**src/rtl/flash_seq_pkg.sv**
```systemverilog
package flash_seq_pkg;

    typedef enum logic [4:0] {
        ST_IDLE,
        ST_CHK_RD,
        ST_UNLK_A,
        ST_UNLK_B,
        ST_CLR,
        ST_PG_SETUP,
        ST_PG_DATA,
        ST_PG_POLL,
        ST_ER_SETUP,
        ST_ER_CONF,
        ST_ER_STAT,
        ST_ER_POLL,
        ST_SP_CMD,
        ST_SP_STAT,
        ST_SP_POLL,
        ST_SP_ARRAY,
        ST_SP_WAIT,
        ST_RS_CMD,
        ST_RS_STAT,
        ST_FINISH,
        ST_DONE
    } seq_state_e;

    typedef enum logic {
        OP_PROGRAM = 1'b0,
        OP_ERASE   = 1'b1
    } seq_op_e;

    typedef enum logic [1:0] {
        BUS_NONE,
        BUS_READ,
        BUS_CMD,
        BUS_DATA
    } bus_kind_e;

    typedef struct packed {
        bus_kind_e  kind;
        logic [7:0] cmd;
    } bus_step_t;

    localparam logic [7:0] CMD_ARRAY   = 8'hFF;
    localparam logic [7:0] CMD_STATUS  = 8'h70;
    localparam logic [7:0] CMD_CLEAR   = 8'h50;
    localparam logic [7:0] CMD_LOCKCFG = 8'h60;
    localparam logic [7:0] CMD_CONFIRM = 8'hD0;
    localparam logic [7:0] CMD_WORD    = 8'h40;
    localparam logic [7:0] CMD_ERASE   = 8'h20;
    localparam logic [7:0] CMD_SUSPEND = 8'hB0;

    localparam int READY_BIT = 7;
    localparam int SUSP_BIT  = 6;

    // Bus action that belongs to each sequencer state.
    function automatic bus_step_t step_of(seq_state_e s);
        bus_step_t r;
        r = '{kind: BUS_NONE, cmd: 8'h00};
        case (s)
            ST_CHK_RD, ST_PG_POLL, ST_ER_POLL, ST_SP_POLL: r.kind = BUS_READ;
            ST_PG_DATA:  r.kind = BUS_DATA;
            ST_UNLK_A:   r = '{kind: BUS_CMD, cmd: CMD_LOCKCFG};
            ST_UNLK_B:   r = '{kind: BUS_CMD, cmd: CMD_CONFIRM};
            ST_CLR:      r = '{kind: BUS_CMD, cmd: CMD_CLEAR};
            ST_PG_SETUP: r = '{kind: BUS_CMD, cmd: CMD_WORD};
            ST_ER_SETUP: r = '{kind: BUS_CMD, cmd: CMD_ERASE};
            ST_ER_CONF:  r = '{kind: BUS_CMD, cmd: CMD_CONFIRM};
            ST_ER_STAT:  r = '{kind: BUS_CMD, cmd: CMD_STATUS};
            ST_SP_CMD:   r = '{kind: BUS_CMD, cmd: CMD_SUSPEND};
            ST_SP_STAT:  r = '{kind: BUS_CMD, cmd: CMD_STATUS};
            ST_SP_ARRAY: r = '{kind: BUS_CMD, cmd: CMD_ARRAY};
            ST_RS_CMD:   r = '{kind: BUS_CMD, cmd: CMD_CONFIRM};
            ST_RS_STAT:  r = '{kind: BUS_CMD, cmd: CMD_STATUS};
            ST_FINISH:   r = '{kind: BUS_CMD, cmd: CMD_ARRAY};
            default:     r = '{kind: BUS_NONE, cmd: 8'h00};
        endcase
        return r;
    endfunction

endpackage

```
**src/rtl/flash_seq_ctrl.sv**
```systemverilog
module flash_seq_ctrl
    import flash_seq_pkg::*;
#(
    parameter int AW        = 20,
    parameter int DW        = 16,
    parameter bit UNLOCK_EN = 1'b1
) (
    input  logic          clk,
    input  logic          rst,
    input  logic          req_valid,
    input  logic          req_op,
    input  logic [AW-1:0] req_addr,
    input  logic [DW-1:0] req_data,
    input  logic [DW-1:0] fl_rdata,
    input  logic          irq_req,
    input  logic          win_grant,
    output seq_state_e    state,
    output logic [AW-1:0] addr_q,
    output logic [DW-1:0] data_q,
    output logic          busy,
    output logic          done,
    output logic          err
);

    seq_state_e nxt;
    seq_state_e first_cmd;
    seq_op_e    op_q;
    logic       err_q;
    logic       accept;
    logic       sets_bits;
    logic       st_ready;
    logic       st_susp;

    generate
        if (UNLOCK_EN) begin : g_unlock
            assign first_cmd = ST_UNLK_A;
        end else begin : g_no_unlock
            assign first_cmd = ST_CLR;
        end
    endgenerate

    assign accept    = (state == ST_IDLE) && req_valid;
    assign sets_bits = |(~fl_rdata & data_q);
    assign st_ready  = fl_rdata[READY_BIT];
    assign st_susp   = fl_rdata[SUSP_BIT];

    always_comb begin
        nxt = state;
        case (state)
            ST_IDLE:     if (req_valid) nxt = req_op ? first_cmd : ST_CHK_RD;
            ST_CHK_RD:   nxt = sets_bits ? ST_DONE : first_cmd;
            ST_UNLK_A:   nxt = ST_UNLK_B;
            ST_UNLK_B:   nxt = ST_CLR;
            ST_CLR:      nxt = (op_q == OP_ERASE) ? ST_ER_SETUP : ST_PG_SETUP;
            ST_PG_SETUP: nxt = ST_PG_DATA;
            ST_PG_DATA:  nxt = ST_PG_POLL;
            ST_PG_POLL:  if (st_ready) nxt = ST_FINISH;
            ST_ER_SETUP: nxt = ST_ER_CONF;
            ST_ER_CONF:  nxt = ST_ER_STAT;
            ST_ER_STAT:  nxt = ST_ER_POLL;
            ST_ER_POLL: begin
                if (st_ready)     nxt = ST_FINISH;
                else if (irq_req) nxt = ST_SP_CMD;
            end
            ST_SP_CMD:   nxt = ST_SP_STAT;
            ST_SP_STAT:  nxt = ST_SP_POLL;
            ST_SP_POLL:  if (st_ready) nxt = st_susp ? ST_SP_ARRAY : ST_FINISH;
            ST_SP_ARRAY: nxt = ST_SP_WAIT;
            ST_SP_WAIT:  if (win_grant) nxt = ST_RS_CMD;
            ST_RS_CMD:   nxt = ST_RS_STAT;
            ST_RS_STAT:  nxt = ST_ER_POLL;
            ST_FINISH:   nxt = ST_DONE;
            ST_DONE:     nxt = ST_IDLE;
            default:     nxt = ST_IDLE;
        endcase
    end

    always_ff @(posedge clk) begin
        if (rst) begin
            state  <= ST_IDLE;
            op_q   <= OP_PROGRAM;
            addr_q <= '0;
            data_q <= '0;
            err_q  <= 1'b0;
        end else begin
            state <= nxt;
            if (accept) begin
                op_q   <= seq_op_e'(req_op);
                addr_q <= req_addr;
                data_q <= req_data;
                err_q  <= 1'b0;
            end else if (state == ST_CHK_RD && sets_bits) begin
                err_q <= 1'b1;
            end
        end
    end

    assign busy = (state != ST_IDLE);
    assign done = (state == ST_DONE);
    assign err  = err_q;


    done_pulse_chk: assert property (@(posedge clk) disable iff (rst)
        done |=> !done);


    busy_hold_chk: assert property (@(posedge clk) disable iff (rst)
        (busy && req_valid) |=> ($stable(addr_q) && $stable(data_q) && $stable(op_q)));


    err_source_chk: assert property (@(posedge clk) disable iff (rst)
        $rose(err_q) |-> ($past(state) == ST_CHK_RD));


    resume_after_window_chk: assert property (@(posedge clk) disable iff (rst)
        (state == ST_RS_CMD) |-> ($past(state) == ST_SP_WAIT && $past(win_grant)));

endmodule

```
**src/rtl/flash_seq_busdrv.sv**
```systemverilog
module flash_seq_busdrv
    import flash_seq_pkg::*;
#(
    parameter int AW = 20,
    parameter int DW = 16
) (
    input  logic          clk,
    input  logic          rst,
    input  seq_state_e    state,
    input  logic          busy,
    input  logic [AW-1:0] addr_q,
    input  logic [DW-1:0] data_q,
    output logic          fl_cs,
    output logic          fl_we,
    output logic [AW-1:0] fl_addr,
    output logic [DW-1:0] fl_wdata,
    output logic          irq_mask
);

    localparam int PAD = DW - 8;

    bus_step_t step;

    assign step     = step_of(state);
    assign fl_cs    = (step.kind != BUS_NONE);
    assign fl_we    = (step.kind == BUS_CMD) || (step.kind == BUS_DATA);
    assign fl_addr  = addr_q;
    assign fl_wdata = (step.kind == BUS_DATA) ? data_q
                    : (step.kind == BUS_CMD)  ? {{PAD{1'b0}}, step.cmd}
                    : '0;
    assign irq_mask = busy && (state != ST_SP_WAIT);


    quiet_window_chk: assert property (@(posedge clk) disable iff (rst)
        (busy && !irq_mask) |-> !fl_cs);


    resume_status_chk: assert property (@(posedge clk) disable iff (rst)
        ($past(state) == ST_SP_WAIT && fl_cs && fl_we) |=>
            (fl_cs && fl_we && fl_wdata[7:0] == CMD_STATUS));

endmodule

```
**src/rtl/flash_cmd_seq.sv**
```systemverilog
module flash_cmd_seq
    import flash_seq_pkg::*;
#(
    parameter int AW        = 20,
    parameter int DW        = 16,
    parameter bit UNLOCK_EN = 1'b1
) (
    input  logic          clk,
    input  logic          rst,
    input  logic          req_valid,
    input  logic          req_op,
    input  logic [AW-1:0] req_addr,
    input  logic [DW-1:0] req_data,
    output logic          busy,
    output logic          done,
    output logic          err,
    input  logic          irq_req,
    input  logic          win_grant,
    output logic          irq_mask,
    output logic          fl_cs,
    output logic          fl_we,
    output logic [AW-1:0] fl_addr,
    output logic [DW-1:0] fl_wdata,
    input  logic [DW-1:0] fl_rdata
);

    seq_state_e    state;
    logic [AW-1:0] addr_q;
    logic [DW-1:0] data_q;

    flash_seq_ctrl #(.AW(AW), .DW(DW), .UNLOCK_EN(UNLOCK_EN)) u_ctrl (
        .clk       (clk),
        .rst       (rst),
        .req_valid (req_valid),
        .req_op    (req_op),
        .req_addr  (req_addr),
        .req_data  (req_data),
        .fl_rdata  (fl_rdata),
        .irq_req   (irq_req),
        .win_grant (win_grant),
        .state     (state),
        .addr_q    (addr_q),
        .data_q    (data_q),
        .busy      (busy),
        .done      (done),
        .err       (err)
    );

    flash_seq_busdrv #(.AW(AW), .DW(DW)) u_bus (
        .clk      (clk),
        .rst      (rst),
        .state    (state),
        .busy     (busy),
        .addr_q   (addr_q),
        .data_q   (data_q),
        .fl_cs    (fl_cs),
        .fl_we    (fl_we),
        .fl_addr  (fl_addr),
        .fl_wdata (fl_wdata),
        .irq_mask (irq_mask)
    );


    array_exit_chk: assert property (@(posedge clk) disable iff (rst)
        (done && !err) |-> $past(fl_cs && fl_we && fl_wdata[7:0] == CMD_ARRAY));

endmodule

```
**config.mk**
```make
export PLATFORM = sky130hd
export DESIGN_NAME = flash_cmd_seq
export DESIGN_NICKNAME = d
export VERILOG_FILES = /design/src/rtl/flash_seq_pkg.sv /design/src/rtl/flash_seq_ctrl.sv /design/src/rtl/flash_seq_busdrv.sv /design/src/rtl/flash_cmd_seq.sv
export SDC_FILE = /design/constraint.sdc
export NUM_CORES = 1
export LEC_CHECK = 0
export ABC_CLOCK_PERIOD_IN_PS = 2100
export BUFFER_PORTS_ARGS = -buffer_cell sky130_fd_sc_hd__buf_2
export CAP_MARGIN = 20
export CORE_MARGIN = 4
export CORE_UTILIZATION = 40
export CTS_CLUSTER_DIAMETER = 40
export DETAILED_ROUTE_END_ITERATION = 7
export GPL_TIMING_DRIVEN = 0
export PLACE_DENSITY = 0.71
export SLEW_MARGIN = 0
export SYNTH_ARGS = -nofsm -noshare
export SYNTH_HDL_FRONTEND = slang
export SYNTH_SLANG_ARGS = --single-unit
```
**constraint.sdc**
```tcl
create_clock -name clk -period 2.1 [get_ports clk]
set_input_delay 0.21 -clock clk [delete_from_list [all_inputs] [get_ports clk]]
set_output_delay 0.21 -clock clk [all_outputs]
set_load 0.005 [all_outputs]
```
## Word-level counts from Yosys, hierarchy flattened

Index checks and enable logic that the tools add are counted.
Widths: inputs -> output; s select.

- Register bits after elaboration: 43
- Input bits: 58
- Output and inout bits: 42
- Word-level logic and storage cells: 66

- Equal/unequal tests: 28
- Multiplexer cells: 15
- Bitwise operators: 2
- Reductions and logical operators: 16

Operator list:

| cell | count |
|---|---|
| $pmux 5 s19 | 1 |
| $pmux 8 s8 | 1 |
| $eq 5x4->1 const B | 8 |
| $mux 5 | 8 |
| $eq 5x5->1 const B | 5 |
| $eq 5x3->1 const B | 4 |
| $and 16x16->16 | 1 |
| $mux 16 | 1 |
| $not 16->16 | 1 |
| $reduce_or 16->1 | 1 |
| $reduce_or 13->1 | 1 |
| $eq 5x2->1 const B | 2 |
| $mux 8 | 1 |
| $ne 2x2->1 const B | 4 |
| $pmux 2 s3 | 1 |
| $reduce_or 2->1 | 3 |
| $reduce_or 3->1 | 2 |
| $eq 5x1->1 const B | 1 |
| $logic_not 5->1 | 1 |
| $ne 5x5->1 const B | 1 |
| $reduce_and 5->1 | 1 |
| $reduce_bool 5->1 | 1 |
| $eq 2x2->1 const B | 2 |
| $mux 4 | 1 |
| 6 further kinds | 8 |

## Logic depth before layout (Yosys ltp)

Gate-level depths: netlist of run 1.

- Depth after elaboration: 6
- Depth in mapped cells: 9
- Mapped depth without buffers: 6

## Hierarchy

A second synthesis of run 1 with hierarchy kept.

- Cells, all modules: 365
- Area, all modules: 2686.3 sq um

By module, submodules not included:

| module | times used | cells an instance | area an instance (sq um) | sequential area each (sq um) |
|---|---|---|---|---|
| flash_seq_ctrl | 1 | 267 | 2068.2 | 860.8 |
| flash_seq_busdrv | 1 | 98 | 618.1 | 0.0 |

## Worst setup path after synthesis of run 1

No wires, ideal clock.

- Path type: register to register
- Start point: register u_ctrl.state[4]
- End point: register u_ctrl.state[0]
- Setup time: 0.117 ns
- Arrival: 1.525 ns
- Data required time: 1.983 ns
- Path slack: 0.458 ns
- Stages on the path, launching flop included: 8
- Path buffers: 2
- Period minus slack after synthesis: 1.642 ns
- Cells stage by stage: dfxtp_1 -> buf_6 -> nand2b_1 -> buf_6 -> or4_4 -> nand4_4 -> nor2_2 -> a22o_1

- Longest elaborated chain between the ends: 3
- Elaborated cells between the ends (all ways): 28
- Classes of those cells: 24 x eq/ne; 1 x mux; 3 x reduce/logical

Ends and longest elaborated chain:

| item | line | source |
|---|---|---|
| start: declaration | flash_seq_ctrl.sv:17 | `output seq_state_e state,` |
| start signal: assignment | flash_seq_ctrl.sv:86 | `state <= nxt;` |
| $eq 5x4->1, or another cell as far along | flash_seq_ctrl.sv:49 | `case (state)` |
| $reduce_or 2->1 (no line), or another cell as far along | -- |  |
| $pmux 5 s19 or $reduce_and 5->1 (tied branches) | -- |  |

Parallel ways exist; a longest one is shown, timed or not.
A chain may end at the register's enable or synchronous reset.

## Worst setup path after layout of run 1

- Start point: register u_ctrl.state[1]
- End point: output port fl_wdata[10]

- Longest elaborated chain between the ends: 5
- Elaborated cells between the ends (all ways): 23
- Classes of those cells: 19 x eq/ne; 2 x mux; 2 x reduce/logical

Ends and longest elaborated chain:

| item | line | source |
|---|---|---|
| $eq 5x2->1, or another cell as far along | flash_seq_pkg.sv:60 | `case (s)` |
| $reduce_or 13->1 (no line) or $reduce_or 4->1 (tied branches) | -- |  |
| $pmux 2 s3 (*) | flash_seq_pkg.sv:60 |  |
| $eq 2x2->1 (*) | flash_seq_busdrv.sv:28 | `assign fl_wdata = (step.kind == BUS_DATA) ? data_q` |
| $mux 16 (*) | flash_seq_busdrv.sv:28 |  |
| end: declaration | flash_cmd_seq.sv:23 | `output logic [DW-1:0] fl_wdata,` |

Mark *: on every way between the ends. The rest lies on a longest branch, timed or not.

==> flow_metrics.py, run 1 <==
metrics = {
    "yosys": {
        "synth_xor_area_share_pct": 0.356,
        "synth_top_family_by_area": "simple AND/OR/NAND/NOR gates",
        "yosysSeqAreaShare_pct": 35.0,
        "yosysWarningCount": 0,
        "synth.most_common_cell": "nand2_1",
        "synth_edf_count": 0,
        "synthArstFlopShare_pct": 0,
        "yosys_register_bits": 43,
        "synth_compound_gate_area_share_pct": 26.7,
        "synthAdderAreaFrac_pct": 0,
        "yosys-top-cells-count": "85 x nand2_1, 57 x a21oi_1, 43 x dfxtp_1",
        "synth-simple-area-share_pct": 29.5,
        "synth_area_leaders": "dfxtp_1 35%, nand2_1 13%, a21oi_1 12%",
        "syn_nets": 393,
        "synth_top_area_share_pct": 35.0,
        "synthesis.area_mm2": 0.00246,
        "synth_top_area_cell": "dfxtp_1",
        "synth_mux_area_share_pct": 0,
        "syn-instance-count": 335,
        "ys.flop_type": "dfxtp_1",
        "synth_area_per_cell_um2": 7.35,
        "synth.distinct_cells": 51,
    },
    "worst_setup_path": {
        "cp_top_family": "buffers and inverters",
        "end_kind": "output pin",
        "cp_slowest_cell": "dfxtp_1",
        "startpoint_type": "register",
        "path_buf_inv": 5,
        "slowest_delay_ns": 0.35,
        "crit_required_ns": 1.89,
        "cp_max_fo": 10,
        "crit_path_frequent_cell": "buf_4",
        "cp.arrival_ns": 1.82,
        "crit_type": "register to output pin",
        "worstPathCellList": "buf_6 -> inv_1 -> buf_4 -> nor4_4 -> buf_4 -> and2_1 -> buf_2",
    },
    "final_layout": {
        "layoutNonFillerInstCount": 516,
        "fin_nets": 498,
        "register_area_um2": 862,
        "n_antenna_cell": 0,
        "fillers": 609,
        "final_layout_size_suffix_gt1_share_pct": 32.4,
        "syn_to_final_growth_pct": 29.9,
        "multi_input_area_mm2": 0.00142,
    },
    "cts": {
        "numCtsBuffers": 5,
        "clk_pin_slew_worst_paths_ns": 0.09,
        "clock_path_buffers": 2,
        "root_buffer": "clkbuf_8",
        "htree_levels": 2,
        "cts_tree": "yes",
        "hold_buffers": 0,
        "clk_latency_ns": 0.29,
        "cts.sinks": 43,
    },
    "route": {
        "firstDrtPassIters": 4,
        "drtIter0Drc": 194,
        "remaining_drc_errors": 0,
        "detail-route-antenna-nets": 0,
        "via_per_inst": 5.33,
        "wirelength_um": 7710,
        "num_vias": 2752,
        "wl_per_cell_um": 14.9,
    },
    "pwr": {
        "power.density_mw_per_mm2": 1140,
        "pwr-share-seq_pct": 31.3,
        "comb_power_share_pct": 52.9,
        "intPower_mw": 2.08,
        "leakage_nw": 1.39,
        "swShare_pct": 42.8,
        "switchingPower_mw": 1.55,
        "irDropWorstVdd_mv": 0.752,
        "p_total_mw": 3.63,
        "clock_power_share_pct": 15.9,
    },
    "global_routing": {
        "grt_overflow": 0,
        "antenna_found_initial": 0,
        "grt_max_degree": 20,
        "track_usage_pct": 20.6,
        "grt_pass1_vias": 2564,
        "grt_pass1_wl_um": 12500,
    },
    "timing": {
        "fin_crit_sh_pct": 96.5,
        "finalClockSkew_ns": 0.00502,
        "slew_headroom_pct": 67.1,
        "hold_ws_ns": 0.140,
        "fmax_mhz": 494,
        "setup_viol": 0,
        "slew_violations": 0,
        "hold_viol": 0,
        "rsz0062_at_grt": "no",
        "finalSetupTns_ns": 0,
        "tightest_slew_ns": 0.493,
        "min_period_ns": 2.03,
    },
    "floorplan": {
        "initial_utilization_pct": 41.3,
        "die_h_um": 86.5,
        "coreArea_mm2": 0.00596,
        "io_pins": 100,
        "die_area_mm2": 0.00748,
        "rows": 28,
        "die_w_um": 86.5,
    },
    "run_status": {
        "status": "complete, no violations",
    },
    "place": {
        "dp_cells": 508,
        "io_buffers": 98,
        "place_congestion": 0.917,
        "dp_hpwl_um": 5860,
    },
    "hold_path": {
        "hp-class": "input pin to register",
    },
    "job": {
        "drv_cap": 0,
    },
}
-- cells in the final DEF (no fill, tap or decap), types with 9 or more instances in the layout --
cell type  count
a21oi_1       57
nor2b_1        9
inv_1          9
and2_1         9
nor2_1        11
nand2_1       85
dfxtp_1       42
nand2b_1      10
buf_2        101
-- power by group through the flow --
stage / logic (mW) / clock network (mW) / registers [mW]
floorplan: 1.28 / 0 / 1.13
global placement: 1.84 / 0 / 1.14
detailed placement: 1.86 / 0 / 1.15
CTS: 1.88 / 0.591 / 1.13
global route: 2.13 / 0.618 / 1.16
finish: 1.92 / 0.577 / 1.13
-- area by class of cell --
cell class | instances | area share (%)
repair buffers | 100 | 15.8
well taps | 75 | 2.93
clock inverters | 2 | 0.509
flip-flops and latches | 43 | 27.0
multi-input cells | 253 | 44.4
plain buffers | 26 | 5.52
clock buffers | 6 | 2.58
inverters | 11 | 1.29
-- kinds of logic (layout without fill, tap and decap cells) --
kind of cell	after synthesis	after routing
buffers and inverters	39	145
flip-flops	43	43
XOR/XNOR	1	1
AO/OA/AOI/OAI	103	103
AND/OR/NAND/NOR	149	149
-- final timing paths --
path | startpoint | end | slack, ns | cells after the start
setup reg to reg | u_ctrl.state[3]$_SDFFE_PP0P_ | u_ctrl.data_q[12]$_SDFFE_PP0P_ | 0.20 | 7
hold reg to reg | u_ctrl.addr_q[14]$_SDFFE_PP0P_ | u_ctrl.addr_q[14]$_SDFFE_PP0P_ | 0.45 | 2
hold / removal | req_addr[14] | u_ctrl.addr_q[14]$_SDFFE_PP0P_ | 0.14 | 3
setup / recovery | u_ctrl.state[1]$_SDFFE_PP0P_ | fl_wdata[10] | 0.07 | 7
-- state kept, by name (all words and copies together) (netlist names) --
register / cells
u_ctrl.addr_q: 20
u_ctrl.data_q: 16
u_ctrl.state: 5
u_ctrl.err: 1
u_ctrl.op_q: 1
-- stage by stage --
stage | worst slack [ns] | utilization (%) | cell area [um^2]
2_1_floorplan | 0.458 | - | 2460
3_3_place_gp | -0.138 | 51.2 | 3050
3_5_place_dp | -0.133 | 51.2 | 3050
4_1_cts | 0.0500 | 53.1 | 3160
5_1_grt | 0.00347 | 53.7 | 3200
6_report | 0.0737 | 53.7 | 3200
-- what timing repair did --
item	in CTS	in global routing
setup buffers	0	2
endpoints found under the setup margin	17	4
pin swaps	1	1
resized for setup	9	9
-- layer usage --
metal / GRT usage, % / wire length [um] / vias to the layer above / share of wire, %
met3: 5.23 / 795 / 7 / 10
li1: - / - / 1361 / -
met5: 0 / 0 / - / 0
met1: 27.3 / 3210 / 1265 / 42
met4: 3.82 / 55 / 0 / 0.71
met2: 34.0 / 3650 / 119 / 47
-- worst register-to-register path, cell delays in order (launching register included) --
cell      delay [ns]
dfxtp_2         0.37
or2_1           0.20
buf_2           0.18
nor3_4          0.24
nand3_2         0.25
clkbuf_1        0.32
nand2_1         0.14
a21oi_1         0.07
Note: power is estimated with default switching activity, not from simulation.
==> run 2, diff against run 1 <==
- PLACE_DENSITY: 0.71 -> 0.77
==> flow_metrics.py, run 2 (synthesis gave the netlist of run 1 again) <==
metrics = {
    "final_layout": {
        "final_area_mm2": 0.00319,
        "layout_common_cells": "102 x buf_2, 85 x nand2_1, 57 x a21oi_1",
        "n_antenna_cell": 0,
        "regMostFlops": "u_ctrl.addr_q",
        "fin_nets": 497,
        "largest_reg_flops": 20,
        "syn_to_final_growth_pct": 29.6,
        "mostFrequentLayoutCell": "buf_2",
        "top_regs": "u_ctrl.addr_q: 20 flops, u_ctrl.data_q: 16 flops, u_ctrl.state: 5 flops",
        "fillers": 591,
        "final_layout_size_suffix_gt1_share_pct": 31.8,
        "final_util_pct": 53.6,
    },
    "cts": {
        "root_buffer": "clkbuf_8",
        "clk_latency_ns": 0.30,
        "cts.sinks": 43,
        "cts_tree": "yes",
        "numCtsBuffers": 5,
        "htree_levels": 2,
        "hold_buffers": 0,
        "clk_pin_slew_worst_paths_ns": 0.09,
        "clock_path_buffers": 2,
    },
    "pwr": {
        "comb_power_share_pct": 51.4,
        "switchingPower_mw": 1.53,
        "pwr-share-seq_pct": 30.9,
        "p_total_mw": 3.68,
        "leakage_nw": 1.39,
        "power.density_mw_per_mm2": 1150,
        "clock_power_share_pct": 17.7,
        "swShare_pct": 41.6,
        "irDropWorstVdd_mv": 0.627,
        "intPower_mw": 2.15,
    },
    "route": {
        "firstDrtPassIters": 5,
        "num_vias": 2720,
        "wirelength_um": 7560,
        "wl_per_cell_um": 14.7,
        "drtIter0Drc": 192,
        "remaining_drc_errors": 0,
        "via_per_inst": 5.28,
        "detail-route-antenna-nets": 0,
    },
    "worst_setup_path": {
        "ff2ff_setup_slack_ns": 0.19,
        "slowest_delay_ns": 0.37,
        "worstPathCellList": "buf_4 -> nor2_2 -> nand3_1 -> o21a_1 -> nor2_1 -> buf_2",
        "cp.arrival_ns": 1.80,
        "crit_type": "register to output pin",
        "cp_max_fo": 10,
        "end_kind": "output pin",
        "crit_start": "u_ctrl.state[3]$_SDFFE_PP0P_",
        "cp_slowest_cell": "dfxtp_2",
        "startpoint_type": "register",
        "reg2reg_from": "u_ctrl.state[3]$_SDFFE_PP0P_",
        "crit_required_ns": 1.89,
    },
    "floorplan": {
        "die_w_um": 86.5,
        "die_area_mm2": 0.00748,
        "die_h_um": 86.5,
        "io_pins": 100,
        "coreArea_mm2": 0.00596,
        "rows": 28,
        "initial_utilization_pct": 41.3,
    },
    "timing": {
        "slew_violations": 0,
        "hold_viol": 0,
        "finalClockSkew_ns": 0.00884,
        "min_period_ns": 2.01,
        "fmax_mhz": 498,
        "slew_headroom_pct": 67.2,
        "fin_crit_sh_pct": 95.6,
        "fin_ws_ns": 0.0919,
        "rsz0062_at_grt": "no",
        "setup_viol": 0,
        "tightest_slew_ns": 0.492,
    },
    "global_routing": {
        "grt_max_degree": 20,
        "grt_pass1_wl_um": 12200,
        "grt_overflow": 0,
        "antenna_found_initial": 0,
        "grt_pass1_vias": 2520,
        "track_usage_pct": 20.4,
    },
    "place": {
        "dp_hpwl_um": 5840,
        "place_congestion": 0.914,
        "pre_cts_slack_ns": -0.0837,
        "io_buffers": 98,
        "place_area_mm2": 0.00305,
    },
    "hold_path": {
        "hp-class": "input pin to register",
        "hold_start": "req_data[4]",
    },
    "run_status": {
        "status": "complete, no violations",
    },
    "job": {
        "drv_cap": 0,
    },
}
## run 2: per-layer routing
| layer | up-vias | global-route usage (%) | share of wire [%] |
|---|---|---|---|
| met4 | 0 | 6.66 | 1.3 |
| met2 | 114 | 33.2 | 47 |
| met3 | 8 | 4.09 | 7.2 |
| met5 | - | 0 | 0 |
| li1 | 1362 | - | - |
| met1 | 1236 | 27.0 | 45 |
## run 2: metrics by stage
stage               instances  TNS [ns]  hold WS, ns
floorplan                 335         0        0.346
global placement          508    -0.844        0.440
detailed placement        508    -0.526        0.447
CTS                       514         0        0.131
global route              515         0        0.140
finish                    515         0        0.140
## run 2: area by class of cell
| type | instances | area (um^2) | area share [%] |
|---|---|---|---|
| multi-input combinational | 253 | 1410 | 44.3 |
| sequential | 43 | 862 | 27.0 |
| timing repair buffer | 99 | 498 | 15.6 |
| buffer | 26 | 169 | 5.29 |
| tap | 75 | 93.8 | 2.94 |
| clock buffer | 5 | 68.8 | 2.16 |
| clock inverter | 3 | 43.8 | 1.37 |
| inverter | 11 | 41.3 | 1.29 |
## run 2: power by group through the flow
stage / logic, mW / clock network, mW / registers [mW]
after floorplan: 1.28 / 0 / 1.13
after global placement: 1.84 / 0 / 1.14
after detailed placement: 1.86 / 0 / 1.15
after CTS: 1.88 / 0.671 / 1.14
after global routing: 2.10 / 0.708 / 1.16
final: 1.89 / 0.652 / 1.14
## run 2: worst paths after layout
check                                        end  cells past startpoint
hold / removal     u_ctrl.data_q[4]$_SDFFE_PP0P_                      3
hold reg to reg   u_ctrl.addr_q[12]$_SDFFE_PP0P_                      2
setup / recovery                     fl_wdata[2]                      6
setup reg to reg   u_ctrl.data_q[9]$_SDFFE_PP0P_                      7
## run 2: critical path: cells and delay by family (launching register included)
family	cells	cell delay, ns
compound gates	1	0.17
flops	1	0.37
buf+inv	2	0.32
simple gates	3	0.65
## run 2: repair_timing
item                                   4_1_cts  5_1_grt
endpoints found under the hold margin        0        0
resized for setup                            6        8
setup endpoints to repair                   17       16
pin swaps                                    0        1
buffers inserted                             0        1
==> run 3, diff against run 2 <==
- ABC_CLOCK_PERIOD_IN_PS: 2100 -> 2500
- clock period: 2.1 -> 2.5 ns (I/O delays scaled with it)
==> flow_metrics.py, run 3 (synthesis gave the netlist of run 1 again) <==
metrics = {
    "timing": {
        "fin_ws_ns": 0.146,
        "finalSetupTns_ns": 0,
        "min_period_ns": 2.35,
        "setup_viol": 0,
        "hold_ws_ns": 0.180,
        "rsz0062_at_grt": "no",
        "fin_crit_sh_pct": 94.2,
        "fmax_mhz": 425,
        "tightest_slew_ns": 0.584,
        "slew_headroom_pct": 60.7,
        "finalClockSkew_ns": 0.00925,
        "hold_viol": 0,
        "slew_violations": 0,
    },
    "floorplan": {
        "coreArea_mm2": 0.00596,
        "initial_utilization_pct": 41.3,
        "die_area_mm2": 0.00748,
        "rows": 28,
        "io_pins": 100,
        "die_h_um": 86.5,
        "die_w_um": 86.5,
    },
    "pwr": {
        "leakage_nw": 1.37,
        "power.density_mw_per_mm2": 972,
        "irDropWorstVdd_mv": 0.523,
    },
    "run_status": {
        "status": "complete, no violations",
    },
    "final_layout": {
        "fillers": 590,
        "final_layout_size_suffix_gt1_share_pct": 30.4,
        "final_area_mm2": 0.00317,
        "n_antenna_cell": 0,
        "largest_reg_flops": 20,
        "final_util_pct": 53.2,
        "mostFrequentLayoutCell": "buf_2",
        "layout_common_cells": "102 x buf_2, 85 x nand2_1, 57 x a21oi_1",
        "top_regs": "u_ctrl.addr_q: 20 flops, u_ctrl.data_q: 16 flops, u_ctrl.state: 5 flops",
        "regMostFlops": "u_ctrl.addr_q",
        "fin_nets": 498,
        "syn_to_final_growth_pct": 28.7,
    },
    "place": {
        "dp_hpwl_um": 5840,
        "place_area_mm2": 0.00305,
        "io_buffers": 98,
        "pre_cts_slack_ns": 0.276,
        "place_congestion": 0.914,
    },
    "route": {
        "wirelength_um": 7610,
        "num_vias": 2757,
        "remaining_drc_errors": 0,
        "wl_per_cell_um": 14.7,
        "detail-route-antenna-nets": 0,
        "firstDrtPassIters": 4,
        "drtIter0Drc": 202,
        "via_per_inst": 5.34,
    },
    "worst_setup_path": {
        "end_kind": "output pin",
        "crit_required_ns": 2.25,
        "cp.arrival_ns": 2.10,
        "startpoint_type": "register",
        "cp_max_fo": 10,
        "cp_slowest_cell": "clkbuf_1",
        "reg2reg_from": "u_ctrl.state[3]$_SDFFE_PP0P_",
        "crit_type": "register to output pin",
        "crit_start": "u_ctrl.state[0]$_SDFFE_PP0P_",
        "slowest_delay_ns": 0.43,
        "worstPathCellList": "buf_6 -> clkbuf_1 -> clkbuf_2 -> nand3_1 -> o21a_1 -> nor2_1 -> buf_2",
    },
    "job": {
        "drv_cap": 0,
    },
    "cts": {
        "cts_tree": "yes",
        "numCtsBuffers": 5,
        "cts.sinks": 43,
        "post_cts_buffers": 0,
        "htree_levels": 2,
        "clk_pin_slew_worst_paths_ns": 0.09,
        "clock_path_buffers": 2,
        "clk_latency_ns": 0.30,
        "root_buffer": "clkbuf_8",
    },
    "hold_path": {
        "hp-class": "input pin to register",
        "hold_start": "req_data[4]",
    },
    "global_routing": {
        "grt_max_degree": 15,
        "grt_overflow": 0,
        "grt_pass1_wl_um": 12300,
        "track_usage_pct": 20.5,
        "busiest_layer": "met2",
        "antenna_found_initial": 0,
        "grt.met2_usage_pct": 33.9,
        "grt_pass1_vias": 2551,
        "met1_usage_pct": 26.9,
        "use_met3_pct": 3.90,
    },
}
-- run 3: timing repair --
action / in CTS / in global routing
endpoints found under the setup margin: 8 / 7
hold buffers: 0 / 0
gates resized for setup: 1 / 3
-- run 3: layout make-up --
class | count | area [um^2] | share of cell area [%]
flip-flops and latches | 43 | 861 | 27.2
inverters | 11 | 41.3 | 1.30
clock inverters | 3 | 43.8 | 1.38
repair buffers | 98 | 490 | 15.5
multi-input cells | 253 | 1400 | 44.2
well taps | 75 | 93.8 | 2.96
plain buffers | 28 | 169 | 5.33
clock buffers | 5 | 68.8 | 2.17
-- run 3: report_power, final --
group	switching [mW]	internal, mW
combinational	0.930	0.648
clock	0.250	0.298
sequential	0.103	0.851
-- run 3: worst max-delay path, delay by kind of cell (launching register included) --
family | cells | cell delay, ns
simple gates | 2 | 0.30
buf+inv | 4 | 1.02
compound gates | 1 | 0.17
flops | 1 | 0.33
-- run 3: final timing paths --
check                                   end  depth (start not counted)  slack [ns]
max                             fl_wdata[2]                          7        0.15
min           u_ctrl.data_q[4]$_SDFFE_PP0P_                          3        0.18
max reg2reg   u_ctrl.data_q[9]$_SDFFE_PP0P_                          7        0.54
min reg2reg  u_ctrl.addr_q[12]$_SDFFE_PP0P_                          2        0.46
-- run 3: per-stage QoR --
step                total power [mW]  cells
floorplan                       2.03    335
detailed placement              2.53    508
CTS                             3.09    516
finish                          3.08    516
global placement                2.51    508
global route                    3.33    516
-- run 3: metal layers --
layer	share of wire, %	vias to the layer above
li1	-	1363
met1	43	1251
met2	47	135
met3	9.0	8
met4	1.1	0
met5	0	-
